==> src/rtl/qspi_xact_pkg.sv <==
package qspi_xact_pkg;

  typedef enum logic [2:0] {
    ST_IDLE, ST_CMD, ST_ADDR, ST_DUMMY, ST_WDATA, ST_RDATA, ST_DONE
  } phase_e;

  // Per-command phase shape
  typedef struct packed {
    logic wide_addr;   // 32 address bits instead of 24
    logic addr_x4;     // address on four lanes
    logic uses_dummy;  // latency cycles before read data
    logic rd;          // data flows from flash
    logic wr;          // data flows to flash
    logic data_x4;     // data on four lanes
  } op_class_t;

  function automatic logic op_known(input logic [7:0] op);
    case (op)
      8'h03, 8'h13, 8'hEC, 8'h20, 8'h21,
      8'h02, 8'h12, 8'h32, 8'h34, 8'h38: return 1'b1;
      default: return 1'b0;
    endcase
  endfunction

  function automatic op_class_t op_shape(input logic [7:0] op);
    op_class_t c;
    c = '0;
    case (op)
      8'h03: c.rd = 1'b1;
      8'h13: begin c.rd = 1'b1; c.wide_addr = 1'b1; end
      8'hEC: begin
        c.rd = 1'b1; c.wide_addr = 1'b1; c.addr_x4 = 1'b1;
        c.data_x4 = 1'b1; c.uses_dummy = 1'b1;
      end
      8'h21: c.wide_addr = 1'b1;
      8'h02: c.wr = 1'b1;
      8'h12: begin c.wr = 1'b1; c.wide_addr = 1'b1; end
      8'h32: begin c.wr = 1'b1; c.data_x4 = 1'b1; end
      8'h34: begin c.wr = 1'b1; c.wide_addr = 1'b1; c.data_x4 = 1'b1; end
      8'h38: begin c.wr = 1'b1; c.addr_x4 = 1'b1; c.data_x4 = 1'b1; end
      default: c = '0;
    endcase
    return c;
  endfunction

endpackage

==> src/rtl/qspi_op_decode.sv <==
module qspi_op_decode
  import qspi_xact_pkg::*;
(
  input  logic [7:0] opcode,
  output logic       known,
  output op_class_t  shape
);
  assign known = op_known(opcode);
  assign shape = op_shape(opcode);
endmodule

==> src/rtl/qspi_tx_lanes.sv <==
module qspi_tx_lanes #(
  parameter int SH_W = 32
) (
  input  logic [SH_W-1:0] sh,
  input  logic            x4,
  output logic [3:0]      lanes
);
  generate
    if (SH_W >= 4) begin : g_mux
      assign lanes = x4 ? sh[SH_W-1 -: 4] : {3'b000, sh[SH_W-1]};
    end else begin : g_narrow
      assign lanes = {3'b000, sh[SH_W-1]};
    end
  endgenerate
endmodule

==> src/rtl/qspi_rx_gather.sv <==
module qspi_rx_gather #(
  parameter int BYTE_W = 8
) (
  input  logic              clk,
  input  logic              rst,
  input  logic              strobe,
  input  logic              x4,
  input  logic [3:0]        io_in,
  output logic [BYTE_W-1:0] acc_next
);
  logic [BYTE_W-1:0] acc;

  // single-lane reads take the flash's serial output line (IO1)
  assign acc_next = x4 ? {acc[BYTE_W-5:0], io_in} : {acc[BYTE_W-2:0], io_in[1]};

  always_ff @(posedge clk) begin
    if (rst) acc <= '0;
    else if (strobe) acc <= acc_next;
  end
endmodule

==> src/rtl/qspi_xact_engine.sv <==
module qspi_xact_engine
  import qspi_xact_pkg::*;
#(
  parameter int LEN_W      = 16,
  parameter int DUMMY_W    = 5,
  parameter int PAGE_BYTES = 256
) (
  input  logic               clk,
  input  logic               rst,
  input  logic               req_valid,
  output logic               req_ready,
  input  logic [7:0]         req_opcode,
  input  logic [31:0]        req_addr,
  input  logic [LEN_W-1:0]   req_len,
  input  logic [DUMMY_W-1:0] dummy_cycles,
  input  logic [7:0]         wr_data,
  input  logic               wr_valid,
  output logic               wr_ready,
  output logic [7:0]         rd_data,
  output logic               rd_valid,
  input  logic               rd_ready,
  output logic               xact_done,
  output logic               spi_sck,
  output logic               spi_cs_n,
  output logic [3:0]         io_out,
  output logic [3:0]         io_oe,
  input  logic [3:0]         io_in
);
  localparam int SLOT_W = (DUMMY_W > 6) ? DUMMY_W : 6;
  localparam int SH_W   = 32;
  localparam logic [LEN_W-1:0] PAGE_CAP = LEN_W'(PAGE_BYTES);
  localparam logic [3:0] OE_ONE  = 4'b0001;
  localparam logic [3:0] OE_FOUR = 4'b1111;

  phase_e             st;
  logic               half;
  logic [SLOT_W-1:0]  slots;
  logic [SH_W-1:0]    tx_sh;
  logic               x4;
  logic [2:0]         bslot;
  logic               loaded;
  logic [LEN_W-1:0]   bytes_left;
  op_class_t          cls_q;
  logic [31:0]        addr_q;
  logic [DUMMY_W-1:0] dummy_q;
  logic               sck_q, cs_q, rdv_q, done_q;
  logic [3:0]         oe_q;
  logic [7:0]         rdd_q;

  logic       in_known;
  op_class_t  in_shape;
  logic [7:0] rx_next;
  logic       byte_last, rd_hold, rise, rx_strobe;
  phase_e     after_addr, after_dummy, tgt;
  logic [SH_W-1:0] tx_shifted;

  qspi_op_decode u_dec (
    .opcode (req_opcode),
    .known  (in_known),
    .shape  (in_shape)
  );

  qspi_tx_lanes #(.SH_W(SH_W)) u_tx (
    .sh    (tx_sh),
    .x4    (x4),
    .lanes (io_out)
  );

  qspi_rx_gather #(.BYTE_W(8)) u_rx (
    .clk      (clk),
    .rst      (rst),
    .strobe   (rx_strobe),
    .x4       (x4),
    .io_in    (io_in),
    .acc_next (rx_next)
  );

  assign req_ready = (st == ST_IDLE) && !rdv_q;
  assign wr_ready  = (st == ST_WDATA) && !half && !loaded;
  assign byte_last = x4 ? (bslot == 3'd1) : (bslot == 3'd7);
  assign rd_hold   = rdv_q && !rd_ready && byte_last;
  assign tx_shifted = x4 ? (tx_sh << 4) : (tx_sh << 1);

  always_comb begin
    rise = 1'b0;
    if (!half) begin
      case (st)
        ST_CMD, ST_ADDR, ST_DUMMY: rise = 1'b1;
        ST_WDATA:                  rise = loaded;
        ST_RDATA:                  rise = !rd_hold;
        default:                   rise = 1'b0;
      endcase
    end
  end
  assign rx_strobe = rise && (st == ST_RDATA);

  always_comb begin
    if (cls_q.rd) begin
      if (cls_q.uses_dummy && dummy_q != '0) after_addr = ST_DUMMY;
      else if (bytes_left != '0)             after_addr = ST_RDATA;
      else                                   after_addr = ST_DONE;
    end else if (cls_q.wr && bytes_left != '0) begin
      after_addr = ST_WDATA;
    end else begin
      after_addr = ST_DONE;
    end
    after_dummy = (bytes_left != '0) ? ST_RDATA : ST_DONE;
    tgt = (st == ST_ADDR) ? after_addr : after_dummy;
  end

  always_ff @(posedge clk) begin
    if (rst) begin
      st <= ST_IDLE; half <= 1'b0; slots <= '0; tx_sh <= '0; x4 <= 1'b0;
      bslot <= '0; loaded <= 1'b0; bytes_left <= '0; cls_q <= '0;
      addr_q <= '0; dummy_q <= '0; sck_q <= 1'b0; cs_q <= 1'b1;
      oe_q <= '0; rdv_q <= 1'b0; rdd_q <= '0; done_q <= 1'b0;
    end else begin
      done_q <= 1'b0;
      if (rdv_q && rd_ready) rdv_q <= 1'b0;
      if (rx_strobe && byte_last) begin
        rdv_q <= 1'b1;
        rdd_q <= rx_next;
      end

      if (rise) begin
        sck_q <= 1'b1;
        half  <= 1'b1;
      end

      case (st)
        ST_IDLE: begin
          if (req_valid && req_ready) begin
            cls_q   <= in_shape;
            addr_q  <= req_addr;
            dummy_q <= dummy_cycles;
            if (in_shape.rd)      bytes_left <= req_len;
            else if (in_shape.wr) bytes_left <= (req_len > PAGE_CAP) ? PAGE_CAP : req_len;
            else                  bytes_left <= '0;
            if (in_known) begin
              st    <= ST_CMD;
              cs_q  <= 1'b0;
              tx_sh <= {req_opcode, 24'h000000};
              x4    <= 1'b0;
              oe_q  <= OE_ONE;
              slots <= SLOT_W'(8);
              half  <= 1'b0;
            end else begin
              st <= ST_DONE;
            end
          end
        end

        ST_CMD: begin
          if (half) begin
            sck_q <= 1'b0;
            half  <= 1'b0;
            if (slots != SLOT_W'(1)) begin
              slots <= slots - 1'b1;
              tx_sh <= tx_shifted;
            end else begin
              st    <= ST_ADDR;
              tx_sh <= cls_q.wide_addr ? addr_q : {addr_q[23:0], 8'h00};
              x4    <= cls_q.addr_x4;
              oe_q  <= cls_q.addr_x4 ? OE_FOUR : OE_ONE;
              slots <= SLOT_W'(cls_q.wide_addr ? (cls_q.addr_x4 ? 8 : 32)
                                               : (cls_q.addr_x4 ? 6 : 24));
            end
          end
        end

        ST_ADDR, ST_DUMMY: begin
          if (half) begin
            sck_q <= 1'b0;
            half  <= 1'b0;
            if (slots != SLOT_W'(1)) begin
              slots <= slots - 1'b1;
              tx_sh <= tx_shifted;
            end else begin
              st <= tgt;
              case (tgt)
                ST_DUMMY: begin
                  oe_q  <= '0;
                  slots <= SLOT_W'(dummy_q);
                end
                ST_RDATA: begin
                  oe_q  <= '0;
                  bslot <= '0;
                  x4    <= cls_q.data_x4;
                end
                ST_WDATA: begin
                  oe_q   <= cls_q.data_x4 ? OE_FOUR : OE_ONE;
                  x4     <= cls_q.data_x4;
                  bslot  <= '0;
                  loaded <= 1'b0;
                end
                default: begin
                  cs_q <= 1'b1;
                  oe_q <= '0;
                end
              endcase
            end
          end
        end

        ST_WDATA, ST_RDATA: begin
          if (st == ST_WDATA && !half && !loaded && wr_valid) begin
            tx_sh  <= {wr_data, 24'h000000};
            loaded <= 1'b1;
          end
          if (half) begin
            sck_q <= 1'b0;
            half  <= 1'b0;
            if (byte_last) begin
              bslot      <= '0;
              loaded     <= 1'b0;
              bytes_left <= bytes_left - 1'b1;
              if (bytes_left == LEN_W'(1)) begin
                st   <= ST_DONE;
                cs_q <= 1'b1;
                oe_q <= '0;
              end
            end else begin
              bslot <= bslot + 1'b1;
              tx_sh <= tx_shifted;
            end
          end
        end

        ST_DONE: begin
          st     <= ST_IDLE;
          done_q <= 1'b1;
        end

        default: st <= ST_IDLE;
      endcase
    end
  end

  assign spi_sck   = sck_q;
  assign spi_cs_n  = cs_q;
  assign io_oe     = oe_q;
  assign rd_data   = rdd_q;
  assign rd_valid  = rdv_q;
  assign xact_done = done_q;

endmodule

==> config.mk <==
export PLATFORM = sky130hd
export DESIGN_NAME = qspi_xact_engine
export DESIGN_NICKNAME = d
export VERILOG_FILES = /design/src/rtl/qspi_xact_pkg.sv /design/src/rtl/qspi_op_decode.sv /design/src/rtl/qspi_tx_lanes.sv /design/src/rtl/qspi_rx_gather.sv /design/src/rtl/qspi_xact_engine.sv
export SDC_FILE = /design/constraint.sdc
export NUM_CORES = 1
export LEC_CHECK = 0
export BUFFER_PORTS_ARGS = -buffer_cell sky130_fd_sc_hd__buf_2
export CAP_MARGIN = 10
export CORE_MARGIN = 1.5
export CORE_UTILIZATION = 40
export DETAILED_ROUTE_END_ITERATION = 16
export PLACE_DENSITY = 0.65
export RECOVER_POWER = 50
export SETUP_SLACK_MARGIN = 0.05
export SYNTH_ARGS = -nofsm -noshare
export SYNTH_HDL_FRONTEND = slang
export SYNTH_SLANG_ARGS = --single-unit
==> constraint.sdc <==
create_clock -name clk -period 2.8 [get_ports clk]
set_input_delay 0.56 -clock clk [delete_from_list [all_inputs] [get_ports clk]]
set_output_delay 0.56 -clock clk [all_outputs]
set_load 0.02 [all_outputs]
==> results of run 1 <==
worst paths after layout:
check | endpoint | slack, ns
hold / removal | addr_q[19]$_SDFFE_PP0P_ | 0.36
setup reg to reg | loaded$_SDFFE_PP0P_ | 0.19
setup / recovery | loaded$_SDFFE_PP0P_ | 0.19
hold reg to reg | addr_q[29]$_SDFFE_PP0P_ | 0.45
cell usage in the layout (no fill, tap or decap), drive strengths merged, types with 9 or more instances in the layout:
| cell type | n |
|---|---|
| nor4 | 12 |
| nand2 | 117 |
| or4 | 10 |
| inv | 18 |
| nor2 | 47 |
| dfxtp | 127 |
| mux2i | 65 |
| buf | 121 |
| nor3 | 21 |
| a21oi | 97 |
| o22ai | 19 |
| nand2b | 12 |
| nand3 | 19 |
| a32o | 10 |
| a22o | 22 |
| a211oi | 19 |
| o21ai | 26 |
| clkinv | 9 |
| ha | 12 |
| clkbuf | 41 |
| o211ai | 11 |
kinds of logic (layout without fill, tap and decap cells):
group                    after synthesis  in the layout  synth area share [%]
XOR/XNOR                               4              4                 0.501
adder cells (fa/ha/maj)               12             12                  2.15
AND/OR/NAND/NOR                      285            285                  20.1
AO/OA/AOI/OAI                        270            270                  26.3
buffers and inverters                 83            191                  4.83
multiplexers                          68             68                  9.78
flip-flops                           127            127                  36.3
critical path, cell delays in order (launching register included):
cell	delay (ns)
dfxtp_1	0.34
inv_1	0.09
ha_1	0.17
or3b_2	0.56
nor4_2	0.52
nor3_1	0.21
a32o_1	0.32
a31oi_1	0.16
a211oi_1	0.06
routing by layer:
metal | global-route usage, % | vias up | wire, um
met1 | 32.3 | 3208 | 9720
met3 | 4.64 | 34 | 1270
met5 | 0 | - | 0
li1 | - | 3362 | -
met2 | 36.4 | 239 | 9420
met4 | 8.78 | 0 | 452
Yosys cell counts, types with 3 or more instances:
master     instances
dfxtp_1          127
nand2_1          117
a21oi_1           96
mux2i_1           65
clkbuf_1          54
nor2_1            47
o21ai_0           25
a22o_1            22
nor3_1            21
a211oi_1          19
nand3_1           19
o22ai_1           19
inv_1             14
ha_1              12
nand2b_1          12
nor4_1            11
o211ai_1          11
a32o_1            10
or4_1              9
buf_2              8
nor3b_1            8
a311oi_1           7
nor2b_1            6
a22oi_1            5
a31oi_1            5
and2_1             5
a221o_1            4
nor4b_1            4
o41ai_1            4
a21boi_0           3
a21o_1             3
a221oi_1           3
a2bb2oi_1          3
mux2_2             3
nand4b_1           3
o31ai_1            3
or3_1              3
xor2_1             3
flip-flops by register name (all words and copies together) (netlist names), 2 cells and up:
| signal | flops |
|---|---|
| cls_q | 6 |
| rd_data | 8 |
| bytes_left | 16 |
| tx_sh | 32 |
| bslot | 3 |
| addr_q | 32 |
| slots | 6 |
| st | 3 |
| u_rx.acc | 7 |
| io_oe | 2 |
| dummy_q | 5 |
area by class of cell:
type                            instances  area share [%]
Multi-Input combinational cell        639            49.2
Clock buffer                           18            5.09
Sequential cell                       127            30.2
Clock inverter                         14            1.59
Inverter                               15           0.668
Timing Repair Buffer                  144            9.96
Tap cell                              225            3.34
power breakdown:
part / switching [mW] / internal (mW) / total [mW]
Combinational: 2.11 / 1.24 / 3.36
Clock: 0.889 / 1.23 / 2.12
Sequential: 0.242 / 2.06 / 2.31
Total: 3.25 / 4.54 / 7.78
repair_timing:
item,in CTS,in global routing
endpoints found under the setup margin,0,3
hold endpoints to repair,0,0
buffers inserted,0,0
gates resized for setup,0,2
==> impl_results.md, run 1 <==
* Status: complete, no violations
* WHS at about 0.36 ns
* Num CTS Buffers at 17
* Layout Nets at 1,034
* Hold Path Class: input pin to flop
* Number of DRC markers in iteration 0 at about 550
* Reg2reg start: bytes_left[0]$_SDFFE_PP0P_
* Detailed-route DRC error count at 0
* Seq. cell area at between 2000 and 3000 um^2
* CP required at about 3.1 ns
* FFs w/ async S/R, synth at 0%
* Max Slew Vio Count at 0
* Routed WL at 20,900 um
* Crit Path Max Fanout at 8
* Gpl congestion at 0.895
* # placed instances at 1,150
* Clock root buffer: clkbuf_16
* Layout fillers at between 1.5k and 2k
* Clock buffer depth at 2
* Min-delay src: req_addr[19]
* Layout Area Growth over Synthesis at 20.4%
* Total Routing Usage GR at 23.5%
* Die area at 18,300 um^2
* Register area share after synthesis at a little over a third
* Multi-input logic area at 4150 um^2
* Max Cap Viol at 0
* Final WS setup at between 0.15 and 0.2 ns
* Core area at 17,200 um^2
* Power Density at 924 nW/um^2
* Placed wire-length estimate at 15,000 um
* Syn Nets at roughly 940
* I/O pin cnt at 100
* Grt ovf at 0
* Worst-Skew Late Latency at between 0.4 and 0.5 ns
* Horiz. Die Dim at 135 um
* Period minus WS final at roughly 2.6 ns
* Most used DFF post-synth: dfxtp_1
* Worst slack at placement at -0.151 ns
* Cell taking the most area after synthesis: dfxtp_1
* Post-Layout Cell Count at around 1.2k
* CP Launch Point: bytes_left[0]$_SDFFE_PP0P_
* Worst R2R Path Depth at 8
* Actual slew at the worst max-slew pin at around 1.2 ns
* Final Hold Viols at 0
* Clock Skew at 0.00762 ns
* Synth top area share at 36.3%
* Synth warnings at 0
* Worst Setup End Kind: flop
* Pin count of the biggest net entering global routing at 60
* Fin area at between 8000 and 9000 um^2
* Clock Sinks at between 100 and 150
* Final Cycle Share at about 93%
* Vias post-DR at 6,843
* Crit path launch type: flop
* Synth unique cells at 76
* CTS tree: built
* Setup_tns at 0 ns
* Post-CTS Hold Fix Bufs at 0
* Initial antenna violation count at 0
* Share of cells above drive strength 1 at 18.4%
* Diode count at 0
* FMAX at 383 MHz
* Post-Syn Area per Cell at between 8 and 9 um^2
* Vias in the first global route at 6,331
* CP Class: flop to flop
* Worst Hold Depth at 3
* H-tree depth at 4
* Max_slew headroom at between 15 and 20%
* Crit path DAT at approximately 2.9 ns
* Antenna Violating Nets Remaining at 0
* EDFF count, synth at 0
* Global-route wire length before repair at 33,600 um
* Vias/cell at 5.79
* Post-Syn Instances at around 850
* Post-layout util at 49.1%
* Post-route total power at 7.78 mW
* RSZ-0062 raised after global routing: no
* Drt wl/cell at 17.6 um
* Die H at ~140 um
* Yosys reg bits at approximately 130
* Drt pass-1 iters at 7
* VDD IR max at around 0.65 mV
* Placed inst area at about 7900 um^2
* Setup-failing EPs final at 0
* IO Port Bufs at slightly below 100
* Placement Rows at 48
* CTS clk-pin slew, worst paths at 0.06 ns
* Ranking of synthesized cells by area: dfxtp_1, mux2i_1, a21oi_1, nand2_1, clkbuf_1
* Starting Density at 40.7%
* Cell Area, Synth at 7000 um^2
* Leak pwr at slightly above 3 nW
Power figures use the tool's default switching activity.
==> run 2, diff against run 1 <==
--- a/config.mk
+++ b/config.mk
@@ -5,12 +5,12 @@
 export SDC_FILE = /design/constraint.sdc
 export NUM_CORES = 1
 export LEC_CHECK = 0
+export ABC_CLOCK_PERIOD_IN_PS = 2800
 export BUFFER_PORTS_ARGS = -buffer_cell sky130_fd_sc_hd__buf_2
 export CAP_MARGIN = 10
 export CORE_MARGIN = 1.5
 export CORE_UTILIZATION = 40
 export DETAILED_ROUTE_END_ITERATION = 16
-export PLACE_DENSITY = 0.65
 export RECOVER_POWER = 50
 export SETUP_SLACK_MARGIN = 0.05
 export SYNTH_ARGS = -nofsm -noshare
==> run 2 against run 1 <==
  * Die area unchanged
  * First-iteration DRC count down 16%
  * Clock-buffer cell count up 1
  * Hold slack better by 0.0031 ns
  * Register-to-register slack worse by 0.03 ns
  * Final cell count up 1.2%
  * Clock power up 11%
  * Non-clock buffer count up 14
  * Total power up 4.2%
  * Highest routed layer unchanged
  * Largest power group unchanged
  * Wire length up 1.9%
==> impl_results.md, run 2 (synthesized netlist as in run 1, its figures left out) <==
* Die H at 135 um (unchanged)
* Met3 Use GR at 4.12% (-0.52 points)
* GRT busiest layer: met2
* Post-route total power at 8.11 mW (+4.2%)
* Drt wl/cell at 17.8 um (+0.69%)
* Leading cell type in the layout, fill and taps excluded: dfxtp_1
* Top Family by Delay on Critical Path: simple AND/OR/NAND/NOR gates
* Setup_tns at 0 ns (unchanged)
* RSZ-0062 raised after global routing: yes
* Die area at 18,300 um^2 (unchanged)
* Most frequent cells in the layout: dfxtp_1, nand2_1, a21oi_1, buf_2, mux2i_1
* Final Hold Viols at 0 (unchanged)
* Pin count of the biggest net entering global routing at 77 (+28%)
* Total Routing Usage GR at 23.7% (+0.25 points)
* CTS clk-pin slew, worst paths at 0.06 ns (about the same)
* Crit Path Max Fanout at 8 (unchanged)
* Detailed-route DRC error count at 0 (unchanged)
* Max incr delay on CP at 0.69 ns (+0.13 ns)
* CTS tree: built
* CP Class: flop to flop
* Leak pwr at 3.17 nW (+3.2%)
* Slowest stage cell, crit path: or4_1
* Layout fillers at 1,712 (-2.2%)
* Post-CTS Resized at 0 (unchanged)
* Gpl congestion at 0.892 (-0.30%)
* Placed inst area at 8020 um^2 (+1.5%)
* Drt pass-1 iters at 5 (-2)
* FMAX at 379 MHz (-0.97%)
* IO Port Bufs at 99 (unchanged)
* Switch Pwr at 3.28 mW (+1.0%)
* Gate power share at 42.6% (-0.5 points)
* Final WS setup at 0.165 ns (-0.0255 ns)
* Worst-Skew Late Latency at 0.43 ns (about the same)
* Largest regs: addr_q (32), tx_sh (32), bytes_left (16)
* Layout Nets at 1,048 (+1.4%)
* Met1 Use GR at 33.4% (+1.1 points)
* Final Cycle Share at 94.1% (+0.91 points)
* Worst Path Buf+Inv at 0 (-1)
* Starting Density at 40.7% (unchanged)
* Worst slack at placement at -0.205 ns (-0.0541 ns)
* Placement Rows at 48 (unchanged)
* Antenna Violating Nets Remaining at 0 (unchanged)
* Post-CTS Hold Fix Bufs at 0 (unchanged)
* VDD IR max at 0.615 mV (-4.9%)
* CP required at 3.17 ns (+0.11 ns)
* Sw Share at 40.4% (-1.3 points)
* H-tree depth at 4 (unchanged)
* Postcts setup bufs at 0 (unchanged)
* Share of cells above drive strength 1 at 19.7% (+1.3 points)
* Multi-input logic area at 4140 um^2 (about the same)
* Clock share of power at 28.9% (+1.6 points)
* Global-route wire length before repair at 34,200 um (+1.6%)
* Placed wire-length estimate at 14,800 um (-0.91%)
* WHS at 0.364 ns (+0.00307 ns)
* Max_slew headroom at 30.2% (+12 points)
* I/O pin cnt at 100 (unchanged)
* Hold Path Class: input pin to flop
* Crit path DAT at 3.00 ns (+0.13 ns)
* Core area at 17,200 um^2 (unchanged)
* Vias in the first global route at 6,421 (+1.4%)
* Max Slew Vio Count at 0 (unchanged)
* Routed WL at 21,300 um (+1.9%)
* M2 GR Usage at 36.5% (+0.14 points)
* Status: complete, no violations
* Crit path launch type: flop
* Vias post-DR at 6,848 (+0.073%)
* Power Density at 943 nW/um^2 (+2.2%)
* Int Pwr at 4.83 mW (+6.4%)
* Crit path cell chain: or4_1, o41ai_4, o2111ai_2, a21o_4, or4b_1, nand2_1
* # placed instances at 1,164 (+1.2%)
* Post-layout util at 50.0% (+0.97 points)
* Worst Setup End Kind: flop
* Num CTS Buffers at 17 (unchanged)
* Actual slew at the worst max-slew pin at 1.05 ns (-0.184 ns)
* Period minus WS final at 2.64 ns (+0.0255 ns)
* Clock buffer depth at 2 (unchanged)
* Vias/cell at 5.73 (-1.1%)
* Grt ovf at 0 (unchanged)
* Initial antenna violation count at 0 (unchanged)
* Reg power frac at 28.4% (-1.2 points)
* Clock Sinks at 127 (unchanged)
* Layout Area Growth over Synthesis at 22.8%
* Clock Skew at 0.00637 ns (-0.00124 ns)
* Post-Layout Cell Count at 1,196 (+1.2%)
* Fin area at 8600 um^2 (+2.0%)
* Seq. cell area at 2540 um^2 (unchanged)
* Horiz. Die Dim at 135 um (unchanged)
* Clock root buffer: clkbuf_16
* Number of DRC markers in iteration 0 at 459 (-16%)
* Diode count at 0 (unchanged)
* Reg2Reg Setup Slack at 0.16 ns (-0.03 ns)
* Setup-failing EPs final at 0 (unchanged)
* Max Cap Viol at 0 (unchanged)
[run 2: cell types whose count changed in the layout (fill, tap and decap cells not counted), moves of 2 or more]
cell       change
buf_4         +16
bufinv_16      +2
clkbuf_1       -2
clkinv_2       -3
clkinv_4       -2
[run 2: metal layers]
| layer | vias up | wire length (um) |
|---|---|---|
| met3 | 34 | 1140 |
| met2 | 211 | 9350 |
| met1 | 3211 | 10400 |
| li1 | 3392 | - |
| met4 | 0 | 377 |
| met5 | - | 0 |
[run 2: area by class of cell]
type	instances	share of cell area, %
clock buffer	19	5.15
clock inverter	13	2.07
inverter	15	0.655
multi-input combinational	639	48.2
sequential	127	29.6
tap	225	3.28
timing repair buffer	158	11.1
[run 2: final timing paths]
kind / from / end / cells after the start
setup / recovery: bytes_left[4]$_SDFFE_PP0P_ / io_oe[0]$_SDFFE_PP0P_ / 6
hold / removal: req_addr[11] / addr_q[11]$_SDFFE_PP0P_ / 3
setup reg to reg: bytes_left[4]$_SDFFE_PP0P_ / io_oe[0]$_SDFFE_PP0P_ / 6
hold reg to reg: addr_q[25]$_SDFFE_PP0P_ / addr_q[25]$_SDFFE_PP0P_ / 2
[run 2: power groups by stage]
stage	registers [mW]	logic [mW]	clock network (mW)
2_1_floorplan	2.27	2.31	0
3_3_place_gp	2.34	3.47	0
3_5_place_dp	2.34	3.47	0
4_1_cts	2.30	3.49	2.38
5_1_grt	2.34	3.84	2.45
6_report	2.31	3.46	2.35
[run 2: worst reg2reg max path, stage by stage, from the launching register on]
cell	delay, ns
dfxtp_1	0.35
or4_1	0.69
o41ai_4	0.45
o2111ai_2	0.24
a21o_4	0.28
or4b_1	0.51
nand2_1	0.07
